<file path="config.mk">
export PLATFORM = sky130hd
export DESIGN_NAME = mdix_xover_sel
export DESIGN_NICKNAME = d
export VERILOG_FILES = /design/src/rtl/mdix_pkg.sv /design/src/rtl/mdix_cfg_reg.sv /design/src/rtl/mdix_lfsr.sv /design/src/rtl/mdix_dwell.sv /design/src/rtl/mdix_xover_sel.sv
export SDC_FILE = /design/constraint.sdc
export NUM_CORES = 1
export LEC_CHECK = 0
export BUFFER_PORTS_ARGS = -buffer_cell sky130_fd_sc_hd__buf_4
export CAP_MARGIN = 30
export CELL_PAD_IN_SITES_DETAIL_PLACEMENT = 1
export CELL_PAD_IN_SITES_GLOBAL_PLACEMENT = 2
export CORE_UTILIZATION = 38
export CTS_BUF_LIST = sky130_fd_sc_hd__clkbuf_8
export DETAILED_ROUTE_END_ITERATION = 8
export PLACE_DENSITY = 0.92
export SYNTH_ARGS = -nofsm -noshare
export SYNTH_HDL_FRONTEND = slang
export SYNTH_SLANG_ARGS = --single-unit
</file>
<file path="constraint.sdc">
create_clock -name clk -period 2.3 [get_ports clk]
set_clock_uncertainty 0.1 [all_clocks]
set_input_delay 0 -clock clk [delete_from_list [all_inputs] [get_ports clk]]
set_output_delay 0 -clock clk [all_outputs]
set_load 0.02 [all_outputs]
</file>
<file path="src/rtl/mdix_pkg.sv">
package mdix_pkg;
  typedef enum logic {PAIR_STRAIGHT = 1'b0, PAIR_CROSSED = 1'b1} pair_e;
  localparam int unsigned CFG_W     = 2;
  localparam int unsigned CFG_FORCE = 0;
  localparam int unsigned CFG_AUTO  = 1;
endpackage

</file>
<file path="src/rtl/mdix_cfg_reg.sv">
module mdix_cfg_reg
  import mdix_pkg::*;
(
  input  logic             clk,
  input  logic             rst_n,
  input  logic             strap_auto,
  input  logic             we,
  input  logic [CFG_W-1:0] wdata,
  output logic             auto_en,
  output logic             force_x
);
  always_ff @(posedge clk) begin
    if (!rst_n) begin
      auto_en <= strap_auto;
      force_x <= 1'b0;
    end else if (we) begin
      auto_en <= wdata[CFG_AUTO];
      force_x <= wdata[CFG_FORCE];
    end
  end

  // bits only move on a write strobe
  p_cfg_keep_r2: assert property (@(posedge clk) disable iff (!rst_n)
    !we |=> $stable({auto_en, force_x}));
endmodule

</file>
<file path="src/rtl/mdix_lfsr.sv">
module mdix_lfsr #(
  parameter int unsigned      W    = 8,
  parameter logic [W-1:0]     TAPS = 8'hB8,
  parameter logic [W-1:0]     SEED = 8'hA5
) (
  input  logic         clk,
  input  logic         rst_n,
  input  logic         adv,
  output logic [W-1:0] q,
  output logic [W-1:0] nxt
);
  assign nxt = {q[W-2:0], ^(q & TAPS)};

  always_ff @(posedge clk) begin
    if (!rst_n)   q <= SEED;
    else if (adv) q <= nxt;
  end

  // register never locks up at zero
  p_lfsr_live_r7: assert property (@(posedge clk) disable iff (!rst_n)
    q != '0);
  // state only moves on an advance
  p_lfsr_still_r7: assert property (@(posedge clk) disable iff (!rst_n)
    !adv |=> $stable(q));
endmodule

</file>
<file path="src/rtl/mdix_dwell.sv">
module mdix_dwell #(
  parameter int unsigned          BASE   = 1024,
  parameter int unsigned          OFS_W  = 8,
  parameter int unsigned          LFSR_W = 8,
  parameter logic [LFSR_W-1:0]    SEED   = 8'hA5
) (
  input  logic              clk,
  input  logic              rst_n,
  input  logic              active,
  input  logic              hold,
  input  logic [LFSR_W-1:0] rnd_q,
  input  logic [LFSR_W-1:0] rnd_nxt,
  output logic              adv,
  output logic              state
);
  localparam int unsigned CNT_W = $clog2(BASE + (1 << OFS_W)) + 1;

  logic [CNT_W-1:0] left_q;

  function automatic logic [CNT_W-1:0] dwell_of(input logic [OFS_W-1:0] r);
    return CNT_W'(BASE) + CNT_W'(r);
  endfunction

  assign adv = active && !hold && (left_q == CNT_W'(1));

  always_ff @(posedge clk) begin
    if (!rst_n) begin
      state  <= 1'b0;
      left_q <= dwell_of(SEED[OFS_W-1:0]);
    end else if (!active) begin
      state  <= 1'b0;
      left_q <= dwell_of(rnd_q[OFS_W-1:0]);
    end else if (!hold) begin
      if (adv) begin
        state  <= ~state;
        left_q <= dwell_of(rnd_nxt[OFS_W-1:0]);
      end else begin
        left_q <= left_q - CNT_W'(1);
      end
    end
  end

  // link freezes selection and count
  p_hold_freeze_r8: assert property (@(posedge clk) disable iff (!rst_n)
    active && hold |=> $stable(state) && $stable(left_q));
  // suspended search returns to straight
  p_idle_straight_r5: assert property (@(posedge clk) disable iff (!rst_n)
    !active |=> !state);
  // no toggle before the dwell ends
  p_no_early_flip_r6: assert property (@(posedge clk) disable iff (!rst_n)
    active && !hold && (left_q != CNT_W'(1)) |=> $stable(state));
  // the count never reaches zero
  p_dwell_min_r6: assert property (@(posedge clk) disable iff (!rst_n)
    left_q != '0);
endmodule

</file>
<file path="src/rtl/mdix_xover_sel.sv">
module mdix_xover_sel
  import mdix_pkg::*;
#(
  parameter int unsigned          DWELL_BASE = 1024,
  parameter int unsigned          OFS_W      = 8,
  parameter int unsigned          LFSR_W     = 8,
  parameter logic [LFSR_W-1:0]    LFSR_TAPS  = 8'hB8,
  parameter logic [LFSR_W-1:0]    LFSR_SEED  = 8'hA5
) (
  input  logic       clk,
  input  logic       rst_n,
  input  logic       strap_auto,
  input  logic       cfg_we,
  input  logic [1:0] cfg_wdata,
  output logic [1:0] cfg_rdata,
  input  logic       forced_mode,
  input  logic       link_up,
  output logic       mdix_sel
);
  logic              auto_en, force_x, active, adv, hunt_state;
  logic [LFSR_W-1:0] rnd_q, rnd_nxt;

  mdix_cfg_reg u_cfg (
    .clk(clk), .rst_n(rst_n), .strap_auto(strap_auto),
    .we(cfg_we), .wdata(cfg_wdata), .auto_en(auto_en), .force_x(force_x)
  );

  mdix_lfsr #(.W(LFSR_W), .TAPS(LFSR_TAPS), .SEED(LFSR_SEED)) u_lfsr (
    .clk(clk), .rst_n(rst_n), .adv(adv), .q(rnd_q), .nxt(rnd_nxt)
  );

  mdix_dwell #(.BASE(DWELL_BASE), .OFS_W(OFS_W), .LFSR_W(LFSR_W), .SEED(LFSR_SEED)) u_dwell (
    .clk(clk), .rst_n(rst_n), .active(active), .hold(link_up),
    .rnd_q(rnd_q), .rnd_nxt(rnd_nxt), .adv(adv), .state(hunt_state)
  );

  assign active    = auto_en && !forced_mode;
  assign cfg_rdata = {auto_en, force_x};

  pair_e pair;
  always_comb begin
    if (force_x)                   pair = PAIR_CROSSED;
    else if (active && hunt_state) pair = PAIR_CROSSED;
    else                           pair = PAIR_STRAIGHT;
  end
  assign mdix_sel = (pair == PAIR_CROSSED);

  // force bit overrides everything
  p_force_wins_r3: assert property (@(posedge clk) disable iff (!rst_n)
    cfg_rdata[CFG_FORCE] |-> mdix_sel);
  // both bits clear means straight pairs
  p_off_straight_r4: assert property (@(posedge clk) disable iff (!rst_n)
    (cfg_rdata == 2'b00) |-> !mdix_sel);
  // fixed mode without force gives straight pairs
  p_fixed_straight_r5: assert property (@(posedge clk) disable iff (!rst_n)
    forced_mode && !cfg_rdata[CFG_FORCE] |-> !mdix_sel);
endmodule

</file>
==> summary.txt, run 1 <==
Clock tree
  – Clk_lat worst skew: 0.28 ns
  – Num CTS Buffers: 3
  – CTS sink cnt: 23
  – Htree depth: 1
  – Bufs on Longest Clock Path: 2
  – Clk slew on worst S/H paths: 0.09 ns
  – Clk root buf: clkbuf_8
  – Post-CTS Resized: 0
  – CTS tree: done

Die
  – Initial Utilization: 40.0%
  – Die X: 61.2 microns
  – Core area: 3340 sq um
  – Row Count: 21
  – # IOs: 11
  – Die area: 3750 sq um
  – Die Ht: 61.2 microns

GRT
  – Pin count of the biggest net entering global routing: 17
  – Wire length of the first global-routing pass: 5910 microns
  – GRT Total Usage: 22.6%
  – GRT Residual Overflow: 0
  – Initial antenna violation count: 0
  – Vias in the first global route: 1241

Synthesis
  – Yosys cell types: 43
  – Yosys warning total: 0
  – Post-synthesis cell area: 1330 sq um
  – Top_reg_cell synth: dfxtp_1
  – Post-synthesis async set-or-reset flop share: 0%
  – Post-synthesis sequential area ratio: between 30% and 40%
  – FF+latch count, synth: 23
  – Number of synthesized flops with an enable pin: 1
  – Gate count of the mapped netlist: 152
  – Avg Synthesized Cell Area: 8.77 sq um
  – Post-synth net total: approximately 160

Route
  – Routed Antenna Nets: 0
  – DRC Markers: 0
  – WL/cell: 16.5 microns
  – Vias post-DR: about 1200
  – Post-Route WL: 3560 microns
  – Initial DRC count: 28
  – Drt pass-1 iters: 4
  – Via-per-instance ratio: 5.58

Pwr
  – Leakage: 0.000607 uW
  – Peak supply drop: 346 uV
  – Pwr dens: 514 nW/um^2

Timing
  – Total Neg Setup Slack: 0 ns
  – Minimum clock period: between 2 and 2.5 ns
  – Setup violators final: 0
  – Rel. slew slack: 70.2%
  – Fin crit share: approximately nine tenths
  – RSZ-0062 raised after global routing: no
  – Achievable Freq: roughly 480 MHz
  – Max Slew Vio Count: 0
  – Actual slew at the worst max-slew pin: 0.446 ns
  – Fin. Hold Viols: 0

Placed design
  – Detailed Place HPWL: 2590 microns
  – GPL Wtd Cong: around 0.85
  – IO buf count: 10
  – Inst Count DP: approximately 210

Layout
  – Area grow syn2layout: 17.2%
  – Fin util: 46.8%
  – Filler Cell Count: between 400 and 500
  – Share of cells above drive strength 1: 18.2%
  – Nets: 181
  – Ant diodes: 0
  – Register area: 470 sq um
  – Finished Layout Cells: 216
  – Multi-input gate area: slightly below 800 sq um

Worst setup path
  – Crit path DAT: roughly 2.2 ns
  – Critical setup path kind: reg -> reg
  – Startpoint types: register
  – Critical Path End Type: register
  – Crit path max fanout: 9
  – Data required, critical path: ~2.4 ns

Job
  – Max Cap Viol: 0

Min path
  – HP Class: in -> reg

Run status
  – Status: finished, final reports clean
## stage by stage
step | hold WS (ns) | setup slack (ns) | power (uW) | area, sq um
6_report | 0.0871 | 0.198 | 803 | 1560
2_1_floorplan | -0.0282 | 0.541 | 494 | 1330
3_5_place_dp | 0.138 | 0.253 | 529 | 1440
3_3_place_gp | 0.136 | 0.371 | 524 | 1440
5_1_grt | 0.0954 | 0.0160 | 838 | 1560
4_1_cts | 0.0912 | 0.232 | 807 | 1560
## what timing repair did
action,4_1_cts,5_1_grt
hold buffers,7,0
setup buffers,0,0
hold endpoints to repair,7,0
## metal layers
metal,GRT usage [%],up-vias,wire length (microns)
met5,0,-,0
met4,11.0,0,94
met3,5.04,11,118
met2,39.8,21,1790
met1,25.9,597,1560
li1,-,576,-
## synthesized netlist by cell type (2+ instances only)
cell	count	area share (%)
a21boi_0	2	1.1
a21o_1	2	1.1
a21oi_1	11	4.1
a31oi_1	5	2.3
and3_1	2	0.94
buf_4	2	1.1
buf_6	3	2.5
clkbuf_1	3	0.84
dfxtp_1	22	33
ha_1	2	1.9
inv_1	4	1.1
mux2i_1	6	4.5
nand2_1	25	7.0
nand2b_1	4	1.9
nand3_1	3	1.1
nor2_1	9	2.5
nor2b_1	2	0.94
nor3_1	3	1.1
nor3b_1	3	1.7
nor4_1	2	0.94
nor4_4	2	3.2
o211ai_1	4	2.3
o21ai_0	4	1.5
or3_1	2	0.94
xnor2_1	4	2.6
xor2_1	4	2.6
## cells in the final DEF, fill, tap and decap left out, types with 3 or more instances in the layout
cell type       n
dlygate4sd3_1   7
inv_1           4
nor3b_1         3
nand2b_1        4
clkbuf_8        3
dfxtp_1        22
o21ai_0         4
nand2_1        25
mux2i_1         6
a21oi_1        11
nand3_1         3
buf_4          15
xnor2_1         4
o211ai_1        4
nor2_1          9
a31oi_1         5
xor2_1          4
nor3_1          3
## kinds of logic (layout without fill, tap and decap cells)
group / Yosys count / after routing / synth area share [%]
xor gates and xnor gates: 8 / 8 / 5.25
muxes: 7 / 7 / 5.35
buffers and inverters: 12 / 30 / 5.63
DFF: 23 / 23 / 35.3
AOI/OAI and AO/OA: 32 / 32 / 15.2
adders and majority gates: 2 / 2 / 1.88
and+or+nand+nor: 68 / 68 / 31.4
## path summary, 6_finish.rpt
| check | startpoint | to | slack, ns | cells after the start |
|---|---|---|---|---|
| setup / recovery | u_dwell.left_q[1]$_SDFFE_PN0P_ | u_dwell.left_q[2]$_SDFFE_PN1P_ | 0.20 | 7 |
| hold / removal | link_up | u_dwell.left_q[10]$_SDFFE_PN1P_ | 0.09 | 3 |
| setup reg to reg | u_dwell.left_q[1]$_SDFFE_PN0P_ | u_dwell.left_q[2]$_SDFFE_PN1P_ | 0.20 | 7 |
| hold reg to reg | u_lfsr.q[6]$_SDFFE_PN0P_ | u_lfsr.q[6]$_SDFFE_PN0P_ | 0.39 | 2 |
## where the power goes
group / internal [uW] / leakage, uW / switching (uW)
sequential: 410 / 0.000189 / 13.2
clock: 123 / 0.0000217 / 148
combinational: 50.6 / 0.000397 / 57.9
## area by class of cell
type / instances / share of cell area (%)
multi-input combinational: 117 / 50.4
sequential: 23 / 30.1
timing repair buffer: 22 / 11.7
tap: 46 / 3.68
clock buffer: 3 / 2.64
inverter: 4 / 0.961
clock inverter: 1 / 0.480
## critical path, stage by stage, from the launching register on
cell,delay [ns]
dfxtp_1,0.39
inv_1,0.10
ha_1,0.17
nor4b_4,0.34
buf_4,0.21
nand4_2,0.28
mux2i_1,0.27
o211ai_1,0.13
## registers in the layout, indices dropped and copies added, names as in the netlist
register / count
u_dwell.state: 1
u_lfsr.q: 8
u_cfg.force_x: 1
u_dwell.left_q: 12
u_cfg.auto_en: 1
No activity file was read; power rests on OpenSTA's default activity.
==> inputs of run 2 (changes only) <==
RECOVER_POWER = 50   (was not set)
==> run 2 against run 1 <==
Against the previous run: worst setup slack worse by 0.011 ns; maximum frequency down 0.53%; combinational power down 4%; register-to-register slack about the same; sequential power about the same; critical path depth unchanged; clock-buffer cell count unchanged; global-route usage unchanged; critical path type unchanged; largest cell class unchanged.
==> summary.txt, run 2 (same netlist as run 1, synthesis figures left out) <==
Timing
  – Actual slew at the worst max-slew pin: 0.485 ns
  – Final WS setup: 0.186 ns
  – Minimum clock period: 2.11 ns
  – Achievable Freq: 473 MHz
  – Fin crit share: 91.9%
  – Rel. slew slack: 67.7%
  – Worst hold margin: 0.0857 ns
  – RSZ-0062 raised after global routing: no
  – Fin. Hold Viols: 0
  – Max Slew Vio Count: 0
  – Total Neg Setup Slack: 0 ns
  – Setup violators final: 0

Layout
  – Area grow syn2layout: 16.0%
  – Commonest non-fill, non-tap cell in the layout: nand2_1
  – Fin area: 1550 sq um
  – Ant diodes: 0
  – Largest regs: u_dwell.left_q (12), u_lfsr.q (8)
  – Max reg flops: 12
  – Largest reg by FF count: u_dwell.left_q
  – Share of cells above drive strength 1: 15.9%
  – Commonest cells after routing, fill and taps aside: 25 x nand2_1, 22 x dfxtp_1, 11 x a21oi_1, 11 x buf_4, 9 x nor2_1
  – Nets: 181
  – Fin util: 46.4%
  – Filler Cell Count: 420

Route
  – Initial DRC count: 30
  – DRC Markers: 0
  – Vias post-DR: 1198
  – Routed Antenna Nets: 0
  – Via-per-instance ratio: around 5.5
  – Post-Route WL: 3550 microns
  – Drt pass-1 iters: 4
  – WL/cell: 16.4 microns

Worst setup path
  – Worst setup startpoint: u_dwell.left_q[1]$_SDFFE_PN0P_
  – Critical setup path kind: reg -> reg
  – RR Endpoint: u_dwell.left_q[2]$_SDFFE_PN1P_
  – Crit path DAT: 2.16 ns
  – Worst r2r src: u_dwell.left_q[1]$_SDFFE_PN0P_
  – Worst R2R Setup Slack: 0.19 ns
  – CP Depth: 7
  – Max incr delay on CP: around 0.39 ns
  – Cell Chain, Critical Path: inv_1, ha_1, nor4b_4, buf_4, nand4_2, mux2i_1, o211ai_1
  – R2R depth: 7
  – Crit path max fanout: 9
  – Startpoint types: register
  – CP Buf/Inv Count: 2
  – CP endpoint: u_dwell.left_q[2]$_SDFFE_PN1P_
  – Data required, critical path: 2.34 ns
  – Largest delay contributor family on the critical path: simple AND/OR/NAND/NOR gates
  – CP max-delay cell: dfxtp_1
  – Critical Path End Type: register

Die
  – Initial Utilization: 40.0%
  – Die area: 3750 sq um
  – Die X: between 60 and 70 microns
  – # IOs: 11
  – Core area: 3340 sq um
  – Row Count: 21
  – Die Ht: 61.2 microns

GRT
  – GRT Residual Overflow: 0
  – GRT Total Usage: 22.6%
  – Vias in the first global route: 1241
  – Pin count of the biggest net entering global routing: 17
  – Initial antenna violation count: 0
  – Wire length of the first global-routing pass: 5910 microns

Pwr
  – Clock power share: 34.0%
  – Psw: 219 uW
  – Pwr dens: 516 nW/um^2
  – Peak supply drop: ~350 uV
  – Combinational power share: between 10% and 20%
  – Switching Share: 27.4%
  – Sequential share of power: a little over half
  – Internal Power: between 500 and 600 uW
  – Leakage: 0.000594 uW

Clock tree
  – Bufs on Longest Clock Path: 2
  – Clk slew on worst S/H paths: 0.09 ns
  – Clk root buf: clkbuf_8
  – Htree depth: 1
  – CTS sink cnt: 23
  – CTS tree: done
  – Clk_lat worst skew: 0.28 ns
  – Num CTS Buffers: 3

Min path
  – HP Class: in -> reg
  – Worst Hold Path Cells: 3

Placed design
  – Pre-CTS setup slack: 0.253 ns
  – Placed instance area: 1440 sq um
  – GPL Wtd Cong: about 0.85
  – IO buf count: 10
  – Detailed Place HPWL: roughly 2600 microns

Run status
  – Status: finished, final reports clean

Job
  – Max Cap Viol: 0
[run 2: per-layer routing]
layer / global-route usage, % / wire, microns / vias up / part of all wire (%)
met5: 0 / 0 / - / 0
met4: 11.0 / 94 / 0 / 2.6
met3: 5.04 / 134 / 11 / 3.8
met2: 39.8 / 1790 / 24 / 50
met1: 25.9 / 1540 / 587 / 43
li1: - / - / 576 / -
[run 2: how the worst min path moves through the flow]
stage                     startpoint                              end  slack [ns]
final                        link_up  u_dwell.left_q[10]$_SDFFE_PN1P_        0.09
after global routing         link_up  u_dwell.left_q[10]$_SDFFE_PN1P_         0.1
after CTS                    link_up  u_dwell.left_q[10]$_SDFFE_PN1P_        0.09
after detailed placement       rst_n         u_lfsr.q[2]$_SDFFE_PN1P_        0.14
after global placement         rst_n         u_lfsr.q[2]$_SDFFE_PN1P_        0.14
after floorplan                rst_n         u_lfsr.q[0]$_SDFFE_PN1P_       -0.03
[run 2: repair_timing]
item                      4_1_cts  5_1_grt
resized for setup               0        0
hold buffers                    7        0
buffers inserted                0        0
hold endpoints to repair        7        0
[run 2: per-stage QoR]
stage / total power, uW / instances
floorplan: 494 / 152
global placement: 524 / 205
detailed placement: 529 / 205
CTS: 807 / 216
global route: 834 / 216
finish: 798 / 216
[run 2: area by class of cell]
class | count | area, sq um | area share [%]
clock buffer | 3 | 41.3 | 2.67
clock inverter | 1 | 7.51 | 0.485
inverter | 4 | 15.0 | 0.970
multi-input combinational | 117 | 785 | 50.7
sequential | 23 | 470 | 30.4
tap | 46 | 57.6 | 3.72
timing repair buffer | 22 | 171 | 11.1
[run 2: power by group through the flow]
stage / registers [uW] / clock network (uW) / logic [uW]
after floorplan: 427 / 0 / 66.8
after global placement: 431 / 0 / 93.1
after detailed placement: 432 / 0 / 96.4
after CTS: 423 / 277 / 107
after global routing: 425 / 295 / 115
final: 423 / 271 / 105
[run 2: worst reg2reg max path, stage by stage (launching register included)]
cell and delay, ns:
dfxtp_1 0.39, inv_1 0.10, ha_1 0.17, nor4b_4 0.34, buf_4 0.21, nand4_2 0.28
mux2i_1 0.27, o211ai_1 0.13
